--- src/rtl/shutdown_sig_pkg.sv ---
package shutdown_sig_pkg;

    typedef enum logic [2:0] {
        ST_IDLE,
        ST_ARM,
        ST_PD_LOW,
        ST_PD_GAP,
        ST_BARRIER,
        ST_PULSE_REL,
        ST_PULSE_LOW,
        ST_QUIET
    } seq_state_e;

    localparam int MODE_UNKNOWN   = 0;
    localparam int MODE_HIBERNATE = 1;
    localparam int MODE_DEEPSLEEP = 2;
    localparam int MODE_TRANSPORT = 3;
    localparam int MODE_RESTART   = 4;
    localparam int MODE_LAST      = MODE_RESTART;

endpackage

--- src/rtl/sdp_mode_decode.sv ---
module sdp_mode_decode
    import shutdown_sig_pkg::*;
#(
    parameter int MODE_W = 3
) (
    input  logic [MODE_W-1:0] mode,
    output logic              valid,
    output logic              restart,
    output logic [MODE_W-1:0] pulses
);

    localparam logic [MODE_W-1:0] CODE_LAST    = MODE_W'(MODE_LAST);
    localparam logic [MODE_W-1:0] CODE_RESTART = MODE_W'(MODE_RESTART);

    always_comb begin
        valid   = (mode <= CODE_LAST);
        restart = (mode == CODE_RESTART);
        // only the four pulse-coded modes carry a count; the rest send none
        pulses  = (valid && !restart) ? mode : '0;
    end

endmodule

--- src/rtl/sdp_tick_timer.sv ---
module sdp_tick_timer #(
    parameter int CNT_W = 4
) (
    input  logic             clk,
    input  logic             rst_n,
    input  logic             clear,
    input  logic             tick,
    input  logic [CNT_W-1:0] limit,
    output logic             expire
);

    logic [CNT_W-1:0] cnt_d, cnt_q;

    always_comb begin
        expire = tick && (cnt_q == (limit - CNT_W'(1)));
        cnt_d  = cnt_q;
        if (clear) begin
            cnt_d = '0;
        end else if (tick) begin
            cnt_d = expire ? '0 : cnt_q + CNT_W'(1);
        end
    end

    always_ff @(posedge clk or negedge rst_n) begin
        if (!rst_n) cnt_q <= '0;
        else        cnt_q <= cnt_d;
    end

endmodule

--- src/rtl/shutdown_signaller.sv ---
module shutdown_signaller
    import shutdown_sig_pkg::*;
#(
    parameter int MODE_W   = 3,
    parameter int PULSE_MS = 1,
    parameter int QUIET_MS = 10
) (
    input  logic              clk,
    input  logic              rst_n,
    input  logic              ms_tick,
    input  logic              start,
    input  logic [MODE_W-1:0] mode,
    input  logic              sync_sense,
    output logic              pd_drive,
    output logic              sync_drive,
    output logic              busy,
    output logic              done,
    output logic              err
);

    localparam int MAX_WAIT = (PULSE_MS > QUIET_MS) ? PULSE_MS : QUIET_MS;
    localparam int CNT_W    = $clog2(MAX_WAIT + 1);
    localparam logic [CNT_W-1:0] LIM_PULSE = CNT_W'(PULSE_MS);
    localparam logic [CNT_W-1:0] LIM_QUIET = CNT_W'(QUIET_MS);

    typedef struct packed {
        seq_state_e        state;
        logic [MODE_W-1:0] left;
        logic              err;
        logic              pd;
        logic              sync;
        logic              done;
    } seq_regs_t;

    seq_regs_t r_d, r_q;

    logic              dec_valid, dec_restart;
    logic [MODE_W-1:0] dec_pulses;
    logic              tmr_clear, tmr_expire;
    logic [CNT_W-1:0]  tmr_limit;
    logic              accept;

    sdp_mode_decode #(.MODE_W(MODE_W)) u_decode (
        .mode    (mode),
        .valid   (dec_valid),
        .restart (dec_restart),
        .pulses  (dec_pulses)
    );

    sdp_tick_timer #(.CNT_W(CNT_W)) u_timer (
        .clk    (clk),
        .rst_n  (rst_n),
        .clear  (tmr_clear),
        .tick   (ms_tick),
        .limit  (tmr_limit),
        .expire (tmr_expire)
    );

    assign busy       = (r_q.state != ST_IDLE);
    assign accept     = start && !busy;
    assign tmr_limit  = (r_q.state == ST_QUIET) ? LIM_QUIET : LIM_PULSE;
    assign tmr_clear  = (r_d.state != r_q.state);
    assign pd_drive   = r_q.pd;
    assign sync_drive = r_q.sync;
    assign done       = r_q.done;
    assign err        = r_q.err;

    always_comb begin
        r_d = r_q;
        unique case (r_q.state)
            ST_IDLE: begin
                if (start) begin
                    r_d.pd   = 1'b1;
                    r_d.sync = 1'b1;
                    r_d.done = 1'b0;
                    r_d.err  = !dec_valid;
                    r_d.left = dec_pulses;
                    r_d.state = dec_restart ? ST_PD_LOW : ST_ARM;
                end
            end
            ST_ARM: begin
                r_d.sync  = 1'b0;
                r_d.state = ST_BARRIER;
            end
            ST_PD_LOW: begin
                if (tmr_expire) begin
                    r_d.pd    = 1'b0;
                    r_d.state = ST_PD_GAP;
                end
            end
            ST_PD_GAP: begin
                if (tmr_expire) begin
                    r_d.sync  = 1'b0;
                    r_d.state = ST_BARRIER;
                end
            end
            ST_BARRIER: begin
                if (sync_sense) begin
                    r_d.state = (r_q.left == '0) ? ST_QUIET : ST_PULSE_REL;
                end
            end
            ST_PULSE_REL: begin
                if (tmr_expire) begin
                    r_d.sync  = 1'b1;
                    r_d.state = ST_PULSE_LOW;
                end
            end
            ST_PULSE_LOW: begin
                if (tmr_expire) begin
                    r_d.sync  = 1'b0;
                    r_d.left  = r_q.left - MODE_W'(1);
                    r_d.state = (r_q.left == MODE_W'(1)) ? ST_QUIET : ST_PULSE_REL;
                end
            end
            ST_QUIET: begin
                if (tmr_expire) begin
                    r_d.done  = 1'b1;
                    r_d.state = ST_IDLE;
                end
            end
            default: r_d.state = ST_IDLE;
        endcase
    end

    always_ff @(posedge clk or negedge rst_n) begin
        if (!rst_n) begin
            r_q <= '{state: ST_IDLE, left: '0, err: 1'b0, pd: 1'b0, sync: 1'b0, done: 1'b0};
        end else begin
            r_q <= r_d;
        end
    end

    AST_ACCEPT_PULLS_BOTH: assert property (@(posedge clk) disable iff (!rst_n)
        accept |=> (pd_drive && sync_drive && busy));
    AST_PD_GAP_RELEASED: assert property (@(posedge clk) disable iff (!rst_n)
        (r_q.state == ST_PD_GAP) |-> !pd_drive);
    AST_BARRIER_WAITS: assert property (@(posedge clk) disable iff (!rst_n)
        (r_q.state == ST_BARRIER && !sync_sense) |=> (r_q.state == ST_BARRIER && !sync_drive));
    AST_QUIET_RELEASED: assert property (@(posedge clk) disable iff (!rst_n)
        (r_q.state == ST_QUIET) |-> !sync_drive);
    AST_ERR_NO_PULSE: assert property (@(posedge clk) disable iff (!rst_n)
        (busy && err) |-> (r_q.state != ST_PULSE_REL && r_q.state != ST_PULSE_LOW));
    AST_BUSY_IGNORES_START: assert property (@(posedge clk) disable iff (!rst_n)
        (busy && start) |=> ($stable(err) && !done));
    AST_DONE_HELD: assert property (@(posedge clk) disable iff (!rst_n)
        (done && !start) |=> (done && $stable(err) && $stable(pd_drive)));

endmodule

--- config.mk ---
export PLATFORM = sky130hd
export DESIGN_NAME = shutdown_signaller
export DESIGN_NICKNAME = d
export VERILOG_FILES = /design/src/rtl/shutdown_sig_pkg.sv /design/src/rtl/sdp_mode_decode.sv /design/src/rtl/sdp_tick_timer.sv /design/src/rtl/shutdown_signaller.sv
export SDC_FILE = /design/constraint.sdc
export NUM_CORES = 1
export LEC_CHECK = 0
export CORE_MARGIN = 8
export CORE_UTILIZATION = 54
export DETAILED_ROUTE_END_ITERATION = 12
export GPL_ROUTABILITY_DRIVEN = 0
export PLACE_DENSITY = 0.78
export SETUP_SLACK_MARGIN = 0.3
export SKIP_LAST_GASP = 1
export SLEW_MARGIN = 20
export SYNTH_ARGS = -nofsm -noshare
export SYNTH_HDL_FRONTEND = slang
export SYNTH_SLANG_ARGS = --single-unit
--- constraint.sdc ---
create_clock -name clk -period 2.05 [get_ports clk]
set_clock_uncertainty 0.15 [all_clocks]
set_input_delay 0.205 -clock clk [delete_from_list [all_inputs] [get_ports clk]]
set_output_delay 0.205 -clock clk [all_outputs]
set_load 0.02 [all_outputs]
==> After elaboration in Yosys (flattened, before gate mapping) <==
Index checks and enable logic that the tools add are counted.
{ "op_classes": {"mux": 22, "n_lt_le_gt_ge": 1, "n_addsub": 3, "n_reduce_logical": 18, "eq_ne": 17} }
{ "ops": {"columns": ["operator", "n"], "rows": [
  ["$pmux W3 S8", 1],
  ["$mux W3", 6],
  ["$mux W4", 4],
  ["$eq A3 B3 Y1 const B", 5],
  ["$mux W10", 1],
  ["$ne A2 B2 Y1 const B", 5],
  ["$reduce_and A3 Y1", 3],
  ["$reduce_bool A2 Y1", 4],
  ["$eq A3 B1 Y1 const B", 2],
  ["$eq A3 B2 Y1 const B", 2],
  ["$logic_not A3 Y1", 2],
  ["$mux W2", 3],
  ["$mux W6", 1],
  ["$pmux W3 S2", 1],
  ["$add A4 B1 Y4 const B", 1],
  ["$eq A4 B4 Y1", 1],
  ["$pmux W1 S2", 2],
  ["$pmux W1 S4", 1],
  ["$reduce_and A4 Y1", 1],
  ["$reduce_bool A4 Y1", 1],
  ["$sub A4 B1 Y4 const B", 1],
  ["$le A3 B3 Y1 const B", 1],
  ["$ne A3 B3 Y1", 1],
  ["$reduce_bool A3 Y1", 1],
  ["7 further kinds", 10]
]} }
{ "word_totals": {"input_bits": 8, "output_inout_bits": 5, "ff_bits": 14} }

==> Longest topological paths before layout <==
Gate-level depths: netlist (run 1).
{ "depth": {"ltp_word": 9, "mapped_depth": 7} }

==> Hierarchy <==
From an unflattened synthesis (run 1), not the netlist that was laid out.
{ "hier_totals": {"cells_unflattened": 112, "hier_area_um2": 988.4} }
{ "modules_own_cells": {"columns": ["module", "area_each_um2", "n_inst", "seq_area_each_um2", "cells_each"], "rows": [
  ["shutdown_signaller", 634.4, 1, 250.2, 73],
  ["sdp_tick_timer", 307.8, 1, 100.1, 33],
  ["sdp_mode_decode", 46.3, 1, 0.0, 6]
]} }

==> Worst setup path after synthesis (run 1) <==
OpenSTA, ideal clock, no wires.
{ "synth_path": {"path_type": "register to register", "start": "register r_q[8] in the netlist's numbering", "end": "register r_q (netlist bit pd_drive)", "path_slack_ns": 0.380, "path_stages_with_launch": 6, "path_buffers": 1, "required_ns": 1.768, "arrival_time_ns": 1.389, "path_cell_list": "dfrtp_1 > buf_6 > a311o_2 > o21a_4 > o41ai_2 > o21ai_1"} }
{ "synth_between": {"elab_chain_len": 7, "elab_cells_between_ends": 12} }
{ "synth_lines": {"columns": ["element", "line", "rtl"], "rows": [
  ["start, declared", "shutdown_signaller.sv:35", "seq_regs_t r_d, r_q;"],
  ["start signal, assigned", "shutdown_signaller.sv:127", "r_q <= '{state: ST_IDLE, left: '0, err: 1'b0, pd: 1'b0, sync: 1'b0, done: 1'b0};"],
  ["start signal, assigned", "shutdown_signaller.sv:129", "r_q <= r_d;"],
  ["$eq A3 B3 Y1", "shutdown_signaller.sv:61", "assign tmr_limit = (r_q.state == ST_QUIET) ? LIM_QUIET : LIM_PULSE;"],
  ["$mux W4", "shutdown_signaller.sv:61", null],
  ["$sub A4 B1 Y4", "sdp_tick_timer.sv:15", "expire = tick && (cnt_q == (limit - CNT_W'(1)));"],
  ["$eq A4 B4 Y1", "sdp_tick_timer.sv:15", null],
  ["$logic_and A1 B1 Y1", "sdp_tick_timer.sv:15", null],
  ["$ne A2 B2 Y1 (no line)", null, null],
  ["$reduce_and A3 Y1 (no line)", null, null]
]} }
Parallel ways exist; a longest one is shown, timed or not.
A chain may end at the register's enable or synchronous reset.

==> Final worst setup path (run 1) <==
{ "layout_path": {"start": "register r_q[9] in the netlist's numbering", "end": "register r_q (netlist bit pd_drive)"} }
The elaborated chain is that of the path after synthesis.

==> results.yml, run 1 <==
finish:
  drive_gt1_share_pct: 35.8
  area_delta_synth_final_pct: 33.5
  stdcell_count: 164
  diodes: 0
  layout.core_utilization_pct: 74.4
  num-nets-final: 150
  fillerInstances: 126
sta:
  final_max_slew_viol_count: 0
  setup_viol: 0
  slew_headroom_pct: 56.3
  whs_ns: 0.166
  least_margin_pin_slew_ns: 0.654
  post-route-min-period_ns: 1.77
  clock.fmax_ghz: 0.565
  fin_setup_tns_ns: 0
  grt_setup_unrepaired: "yes"
  final_min_period_over_clock_period_pct: 86.4
  hold_violations: 0
power_and_ir_drop:
  power.density_cell_area_nw_per_um2: 1470
  power.static_leakage_nw: 0.603
  peakVddDrop_v: 0.00116
floorplanning:
  start_util_pct: 55.7
  design.portCount: 13
  floorplan.die_area_um2: 3660
  die_h_um: 60.5
  fp.coreArea_um2: 1920
  row_count: 16
  die_w_um: 60.5
synth:
  post_synth_arst_share_pct: 100
  syn-num-nets: 122
  share_of_the_yosys_chip_area_belonging_to_registers_pct: 32.7
  synthesis.area_um2: 1070
  syn-mean-instance-area_um2: 9.74
  synth_edf_count: 0
  syn-instance-count: 110
  yosysWarningCount: 0
  synth-seq-cells: 14
  synth_cell_type_count: 56
  dominantRegCellSynth: "dfrtp_1"
grt:
  grt_usage_pct: 16.2
  grt_start_max_net_pins: 15
  first_global_vias: 971
  grt_antenna_before_repair: 0
  grt_pass1_wl_mm: 4.58
  grt_remaining_overflow: 0
clock_network:
  cts-buffers-inserted: 3
  clock_path_buffers: 2
  ctsHoldBuffers: 0
  cts_root_buffer: "clkbuf_4"
  worst_skew_pair.late_latency_ns: 0.28
  number_of_h_tree_levels: 1
  cts.reportedPaths.clkPinSlew_ns: 0.09
  numClockSinks: 14
  tritoncts: "built"
detailed_routing:
  drc_errors: 0
  count_of_tritonroute_iterations_in_the_first_routing_pass: 4
  drt_iter0_drc: 47
  detailroute.via_count: 1024
  drt.antenna.violating_nets: 0
  routed_wirelength_mm: 2.89
  average_detailed_routed_wire_length_per_instance_um: 17.6
  vias_per_cell: 6.24
job:
  maxCapViolations: 0
worst_setup_path:
  critical_path.startpoint_type: "flip-flop"
  critPathArrivalTime_ns: 1.79
  worst-path-max-fanout: 7
  worst-setup-path-type: "reg -> reg"
  worst-endpoint-required_ns: 2.07
  cp-end-kind: "flip-flop"
placed_design:
  post-dp-hpwl_mm: 1.89
  dp_cells: 148
  placement.io_buffers: 12
hold_path:
  hp-class: "in -> async"
run_status:
  result_of_the_run: "finished, final reports clean"
final timing paths:
check / from / endpoint / slack [ns] / cells past startpoint
max: r_q[9] / pd_drive / 0.28 / 5
min: rst_n / u_timer.cnt_q[2] / 0.17 / 1
max reg2reg: r_q[9] / pd_drive / 0.28 / 5
min reg2reg: err / err / 0.34 / 2
max in group asynchronous: rst_n / r_q[9] / 1.12 / 1
min in group clk: err / err / 0.34 / 2
worst max-delay path, cell delays in order (launching register included):
cell and delay (ns):
dfrtp_2 0.43, buf_6 0.13, a311o_2 0.42, o21a_4 0.17
o41ai_2 0.26, o21ai_1 0.11
registers in the layout, summed over array words and instances, names as in the netlist:
register,count
done,1
sync_drive,1
u_timer.cnt_q,4
err,1
pd_drive,1
r_q,6
cells in the mapped netlist (all sizes together), types with 2 or more instances:
| cell | instances | area share (%) |
|---|---|---|
| mux2i | 3 | 2.8 |
| nor2b | 2 | 1.2 |
| o22ai | 2 | 1.2 |
| o31ai | 2 | 1.4 |
| o21ai | 10 | 5.7 |
| nor4bb | 2 | 1.9 |
| a21oi | 3 | 1.4 |
| dfrtp | 14 | 33 |
| and3 | 2 | 1.2 |
| o21a | 2 | 2.1 |
| o211ai | 2 | 2.7 |
| buf | 4 | 2.7 |
| a311o | 2 | 2.0 |
| nand2 | 11 | 4.6 |
| nand3 | 5 | 4.0 |
| nor4 | 3 | 2.9 |
| clkbuf | 2 | 0.82 |
| o41ai | 2 | 2.3 |
| nor3 | 4 | 1.9 |
| inv | 6 | 2.1 |
| ha | 4 | 4.7 |
| nor2 | 3 | 1.3 |
cell families (layout without fill, tap and decap cells):
logic type / after synthesis / in the layout / synth area share (%)
flip-flops: 14 / 14 / 32.7
AO/OA/AOI/OAI: 34 / 34 / 25.8
multiplexers: 4 / 4 / 3.86
adder cells (fa/ha/maj): 4 / 4 / 4.67
XOR/XNOR: 1 / 1 / 0.818
buffers and inverters: 12 / 39 / 5.61
AND/OR/NAND/NOR: 41 / 41 / 26.5
placed cells by master, fill, tap and decap left out, drive strengths merged, types with 3 or more instances in the layout:
master,Yosys,final
buf,4,17
dfrtp,14,14
clkdlybuf4s50,0,11
nand2,11,11
o21ai,10,10
inv,6,6
nand3,5,5
clkbuf,2,5
ha,4,4
nor3,4,4
mux2i,3,3
a21oi,3,3
nor2,3,3
nor4,3,3
power by group:
part           leakage, nW  total, mW  switching, mW  internal, mW
Sequential           0.169      0.527          0.137         0.389
Combinational        0.413       1.38          0.700         0.677
Clock               0.0210      0.201         0.0930         0.108
per-stage QoR:
| stage | setup slack (ns) | area, um^2 | power [mW] |
|---|---|---|---|
| after floorplan | 0.380 | 1070 | 1.28 |
| final | 0.279 | 1430 | 2.10 |
| after global placement | 0.118 | 1220 | 1.54 |
| after CTS | 0.262 | 1360 | 1.97 |
| after global routing | 0.211 | 1430 | 2.26 |
| after detailed placement | 0.0767 | 1220 | 1.56 |
what timing repair did:
| action | in CTS | in global routing |
|---|---|---|
| cloned | 0 | 0 |
| resized for setup | 10 | 11 |
| endpoints found under the setup margin | 12 | 12 |
| pin swaps | 4 | 1 |
| buffers inserted | 9 | 3 |
| hold endpoints to repair | 0 | 0 |
routing by layer:
layer  GRT usage, %  wire length (um)  part of all wire (%)
met4           5.65                41                   1.4
met1           22.5              1290                    45
met2           23.6              1330                    46
met3           4.24               226                   7.8
met5              0                 0                     0
area by class of cell:
cell class | instances | area [um^2] | area share, %
inverters | 6 | 22.5 | 1.57
multi-input cells | 84 | 729 | 51.0
repair buffers | 29 | 254 | 17.8
well taps | 27 | 33.8 | 2.36
clock buffers | 4 | 36.3 | 2.54
flip-flops and latches | 14 | 354 | 24.8
No activity file was read; power rests on OpenSTA's default activity.
==> run 2: changes to the inputs <==
Settings changed: CORE_MARGIN 8 to unset, SKIP_LAST_GASP 1 to unset.
==> run 2 against run 1 <==
  * Count of clock-buffer cells in the layout did not move
  * Via count is 2.2% higher
  * Final cell count fell by 0.61%
  * Setup slack improved by 0.011 ns
  * Routed wire length fell by 0.28%
  * Sequential share of layout area up 0.51 points
  * Die area fell by 41%
  * Total power shrank 1.0%
  * First-iteration DRC count down 30%
==> results.yml, run 2 (synthesis results as in run 1) <==
run_status:
  result_of_the_run: "finished, final reports clean"
floorplanning:
  row_count: 15
  floorplan.die_area_um2: 2170
  start_util_pct: 60.1
  die_h_um: 46.5
  design.portCount: 13
  fp.coreArea_um2: 1780
  die_w_um: 46.5
detailed_routing:
  drt.antenna.violating_nets: 0
  detailroute.via_count: 1047
  average_detailed_routed_wire_length_per_instance_um: 17.7
  vias_per_cell: 6.42
  wl_met1_mm: 1.30
  drt_iter0_drc: 33
  dr_wl_met3_um: 193
  drc_errors: 0
  top_layer: "met4"
  met2RoutedLength_mm: 1.38
  routed_wirelength_mm: 2.88
  count_of_tritonroute_iterations_in_the_first_routing_pass: 4
worst_setup_path:
  timing.rr.start: "r_q[4]"
  critPathArrivalTime_ns: 1.84
  worst-path-max-fanout: 4
  critical_path.startpoint_type: "flip-flop"
  cp-end-kind: "flip-flop"
  worst-r2r-setup-slack_ns: 0.29
  worst-setup-path-type: "reg -> reg"
  r2r_cell_count: 8
  worst-endpoint-required_ns: 2.13
  worstReg2RegEnd: "r_q[8]"
finish:
  stdcell_area_um2: 1410
  multi_input_area_um2: 706
  seq_area_um2: 355
  layout_commonest_cell: "buf_4"
  drive_gt1_share_pct: 36.2
  diodes: 0
  fillerInstances: 109
  layout_top_registers: "r_q (6), u_timer.cnt_q (4)"
  layout.cells.most_common_list: "buf_4, clkdlybuf4s50_1, nand2_1, dfrtp_1, o21ai_0"
  layout.core_utilization_pct: 78.9
  area_delta_synth_final_pct: 31.3
  largest_register_ff_count: 6
  top_register: "r_q"
  num-nets-final: 151
power_and_ir_drop:
  peakVddDrop_v: 0.000940
  power.static_leakage_nw: 0.591
  power.density_cell_area_nw_per_um2: 1480
clock_network:
  ctsHoldBuffers: 0
  clock_path_buffers: 2
  number_of_h_tree_levels: 1
  cts-buffers-inserted: 3
  numClockSinks: 14
  cts_root_buffer: "clkbuf_4"
  worst_skew_pair.late_latency_ns: 0.29
  cts.reportedPaths.clkPinSlew_ns: 0.10
  tritoncts: "built"
placed_design:
  post-dp-hpwl_mm: 1.88
  place_area_um2: 1240
  placement.io_buffers: 12
grt:
  grt_pass1_wl_mm: 4.20
  first_global_vias: 869
  grt_remaining_overflow: 0
  grt_usage_pct: 28.3
  grt_antenna_before_repair: 0
  grt_start_max_net_pins: 15
sta:
  clock.fmax_ghz: 0.568
  slew_headroom_pct: 57.4
  post-route-min-period_ns: 1.76
  grt_setup_unrepaired: "yes"
  setup_viol: 0
  least_margin_pin_slew_ns: 0.638
  fin_setup_tns_ns: 0
  final_min_period_over_clock_period_pct: 85.8
  final_max_slew_viol_count: 0
  hold_violations: 0
hold_path:
  hp-class: "in -> async"
job:
  maxCapViolations: 0
[run 2: worst max path at each step]
| stage | start | to |
|---|---|---|
| floorplan | r_q[8] | pd_drive |
| global placement | start | u_timer.cnt_q[1] |
| detailed placement | start | r_q[5] |
| CTS | r_q[7] | busy |
| global route | r_q[9] | u_timer.cnt_q[3] |
| finish | r_q[4] | r_q[8] |
[run 2: area by class of cell]
cell class                      count  area share, %
Sequential cell                    14           25.3
Timing Repair Buffer               30           18.1
Tap cell                           25           2.22
Clock buffer                        4           2.58
Multi-Input combinational cell     84           50.2
Inverter                            6           1.60
[run 2: metal layers]
| metal | global-route usage (%) | up-vias |
|---|---|---|
| met3 | 4.71 | 2 |
| met4 | 8.82 | 0 |
| met2 | 41.7 | 51 |
| met1 | 41.4 | 515 |
| li1 | - | 479 |
| met5 | 0 | - |
[run 2: worst max-delay path, cell delays in order (launching register included)]
cell and delay [ns]:
dfrtp_1 0.42, inv_2 0.09, ha_2 0.20, ha_4 0.13
nand3b_1 0.07, a21o_1 0.22, buf_6 0.14, o2111ai_2 0.08
o221a_1 0.19
[run 2: where the power goes]
| part | total [mW] | internal, mW | switching [mW] |
|---|---|---|---|
| Clock | 0.211 | 0.108 | 0.103 |
| Sequential | 0.526 | 0.390 | 0.136 |
| Combinational | 1.35 | 0.651 | 0.695 |
| Total | 2.08 | 1.15 | 0.934 |
[run 2: timing repair]
action                                  CTS  global route
setup buffers                             5             6
pin swaps                                 0             6
resized for setup                         5            14
endpoints found under the setup margin   12            10
[run 2: metrics by stage]
step	power [mW]	setup WS (ns)	cells	hold WS, ns
after global placement	1.56	0.0751	148	0.313
after detailed placement	1.59	0.0433	148	0.320
after floorplan	1.28	0.380	110	-0.241
after global routing	2.22	0.233	163	0.210
after CTS	1.88	0.262	157	0.179
final	2.08	0.290	163	0.153
==> run 3: changes to the inputs <==
Settings changed: CORE_UTILIZATION 54 to 49, PLACE_DENSITY 0.78 to 0.74.
Clock period 2.05 ns to 1.5 ns, I/O delays scaled along.
==> run 3 against run 2 <==
  * The run now ends with negative setup slack left
  * Utilization increased by 6.4 points
  * Sequential cell count unchanged
  * Count of clock-buffer cells in the layout is the same
  * Fmax decreased by 0.27%
  * Final cell count increased by 18%
  * Total power increased by 64%
  * Sequential share of layout area down 4.5 points
  * Sequential power rose by 40%
  * Worst hold slack got worse by 0.13 ns
  * First-iteration DRC count increased by 36%
  * Largest cell class unchanged
  * Largest power group unchanged
  * Highest routed layer unchanged
==> results.yml, run 3 (synthesis results as in run 1) <==
clock_network:
  number_of_h_tree_levels: 1
  clock_path_buffers: 2
  numClockSinks: 14
  tritoncts: "built"
  cts.reportedPaths.clkPinSlew_ns: 0.10
  cts-buffers-inserted: 3
  cts_root_buffer: "clkbuf_4"
  worst_skew_pair.late_latency_ns: 0.28
power_and_ir_drop:
  p_int_mw: 1.90
  p_clk_share_pct: 8.1
  p_sw_share_pct: 44.5
  comb_power_share_pct: 70.3
  peakVddDrop_v: 0.00144
  net_sw_power_mw: 1.52
  power.density_cell_area_nw_per_um2: 2000
  power.static_leakage_nw: 0.753
  sequential_power_share_pct: 21.6
finish:
  layout.core_utilization_pct: 85.3
  num-nets-final: 179
  area_delta_synth_final_pct: 59.5
  largest_register_ff_count: 6
  seq_area_um2: 354
  drive_gt1_share_pct: 56.0
  layout_top_registers: "r_q (6), u_timer.cnt_q (4)"
  layout_commonest_cell: "buf_4"
  multi_input_area_um2: 793
  stdcell_count: 193
  layout.cells.most_common_list: "buf_4, dfrtp_1, nand2_1, clkdlybuf4s50_1, buf_6"
  top_register: "r_q"
  fillerInstances: 101
  diodes: 0
placed_design:
  placement.io_buffers: 12
  post-dp-hpwl_mm: 2.21
  dp_cells: 179
grt:
  grt_antenna_before_repair: 0
  busiest_layer: "met2"
  grt_usage_pct: 29.1
  grt_pass1_wl_mm: 5.30
  use_met2_pct: 47.9
  global_route.usage.met1_pct: 39.7
  first_global_vias: 1092
  grt_start_max_net_pins: 15
  grt_remaining_overflow: 0
  gr-usage-met3_pct: 4.09
worst_setup_path:
  cp-end-kind: "flip-flop"
  worst-r2r-setup-slack_ns: -0.26
  worst-path-max-fanout: 7
  critical_path.startpoint_type: "flip-flop"
  timing.rr.start: "r_q[9]"
  worst-endpoint-required_ns: 1.51
  worst-setup-path-type: "reg -> reg"
  r2r_cell_count: 4
  worstReg2RegEnd: "u_timer.cnt_q[1]"
  critPathArrivalTime_ns: 1.78
detailed_routing:
  vias_per_cell: 5.99
  detailroute.via_count: 1156
  drt_iter0_drc: 45
  average_detailed_routed_wire_length_per_instance_um: 18.6
  count_of_tritonroute_iterations_in_the_first_routing_pass: 4
  drt.antenna.violating_nets: 0
  routed_wirelength_mm: 3.58
  drc_errors: 0
sta:
  final_min_period_over_clock_period_pct: 118
  fin_ws_ns: -0.264
  slew_headroom_pct: 74.4
  least_margin_pin_slew_ns: 0.378
  hold_violations: 0
  setup_viol: 15
  grt_setup_unrepaired: "yes"
  whs_ns: 0.0282
  final_max_slew_viol_count: 0
  fin_setup_tns_ns: -2.75
  clock.fmax_ghz: 0.567
  post-route-min-period_ns: 1.76
run_status:
  result_of_the_run: "finished with violations"
  failed_checks: "negative setup slack"
floorplanning:
  start_util_pct: 53.5
  design.portCount: 13
  floorplan.die_area_um2: 2380
  fp.coreArea_um2: 2000
  die_h_um: 48.8
  row_count: 16
  die_w_um: 48.8
hold_path:
  hp-class: "in -> async"
job:
  maxCapViolations: 0
run 3: changes by cell type in the layout (fill, tap and decap cells not counted), sizes merged:
| cell | change |
|---|---|
| buf | +33 |
| dlygate4sd2 | -1 |
| clkdlybuf4s50 | -4 |
run 3: through the flow:
| step | power, mW | setup WS (ns) | cell area [um^2] |
|---|---|---|---|
| 2_1_floorplan | 1.82 | -0.119 | 1100 |
| 3_3_place_gp | 2.53 | -0.351 | 1490 |
| 3_5_place_dp | 2.59 | -0.400 | 1490 |
| 4_1_cts | 3.03 | -0.189 | 1590 |
| 5_1_grt | 3.63 | -0.299 | 1710 |
| 6_report | 3.42 | -0.264 | 1710 |
run 3: worst max path at each step:
stage | to | cells after the start | start
2_1_floorplan | r_q[5] | 4 | r_q[7]
3_3_place_gp | sync_drive | 5 | ms_tick
3_5_place_dp | u_timer.cnt_q[2] | 6 | mode[2]
4_1_cts | u_timer.cnt_q[3] | 4 | r_q[9]
5_1_grt | u_timer.cnt_q[3] | 7 | r_q[5]
6_report | u_timer.cnt_q[1] | 4 | r_q[9]
run 3: layer usage:
metal	up-vias	share of wire, %	routed length (um)
met2	62	47	1670
met3	2	7.4	266
met5	-	0	0
li1	534	-	-
met1	558	46	1640
met4	0	0.22	8
run 3: critical path, stage by stage (launching register included):
cell and delay (ns):
dfrtp_2 0.49, a311o_2 0.47, o21a_4 0.19, o31ai_1 0.25, nor3_1 0.10
run 3: power by group through the flow:
| stage | clock (mW) | sequential [mW] | combinational [mW] |
|---|---|---|---|
| after global placement | 0 | 0.702 | 1.83 |
| final | 0.277 | 0.739 | 2.40 |
| after global routing | 0.306 | 0.758 | 2.57 |
| after floorplan | 0 | 0.718 | 1.10 |
| after detailed placement | 0 | 0.710 | 1.88 |
| after CTS | 0.281 | 0.700 | 2.05 |
run 3: what timing repair did:
action	in CTS	in global routing
hold buffers	0	0
endpoints found under the setup margin	19	16
resized for setup	33	22
pin swaps	5	12
buffers inserted	6	4
run 3: cell type report:
type	instances	share of cell area, %
multi-input cells	84	46.4
repair buffers	58	27.4
flip-flops and latches	14	20.7
clock buffers	4	2.12
well taps	27	1.98
inverters	6	1.32
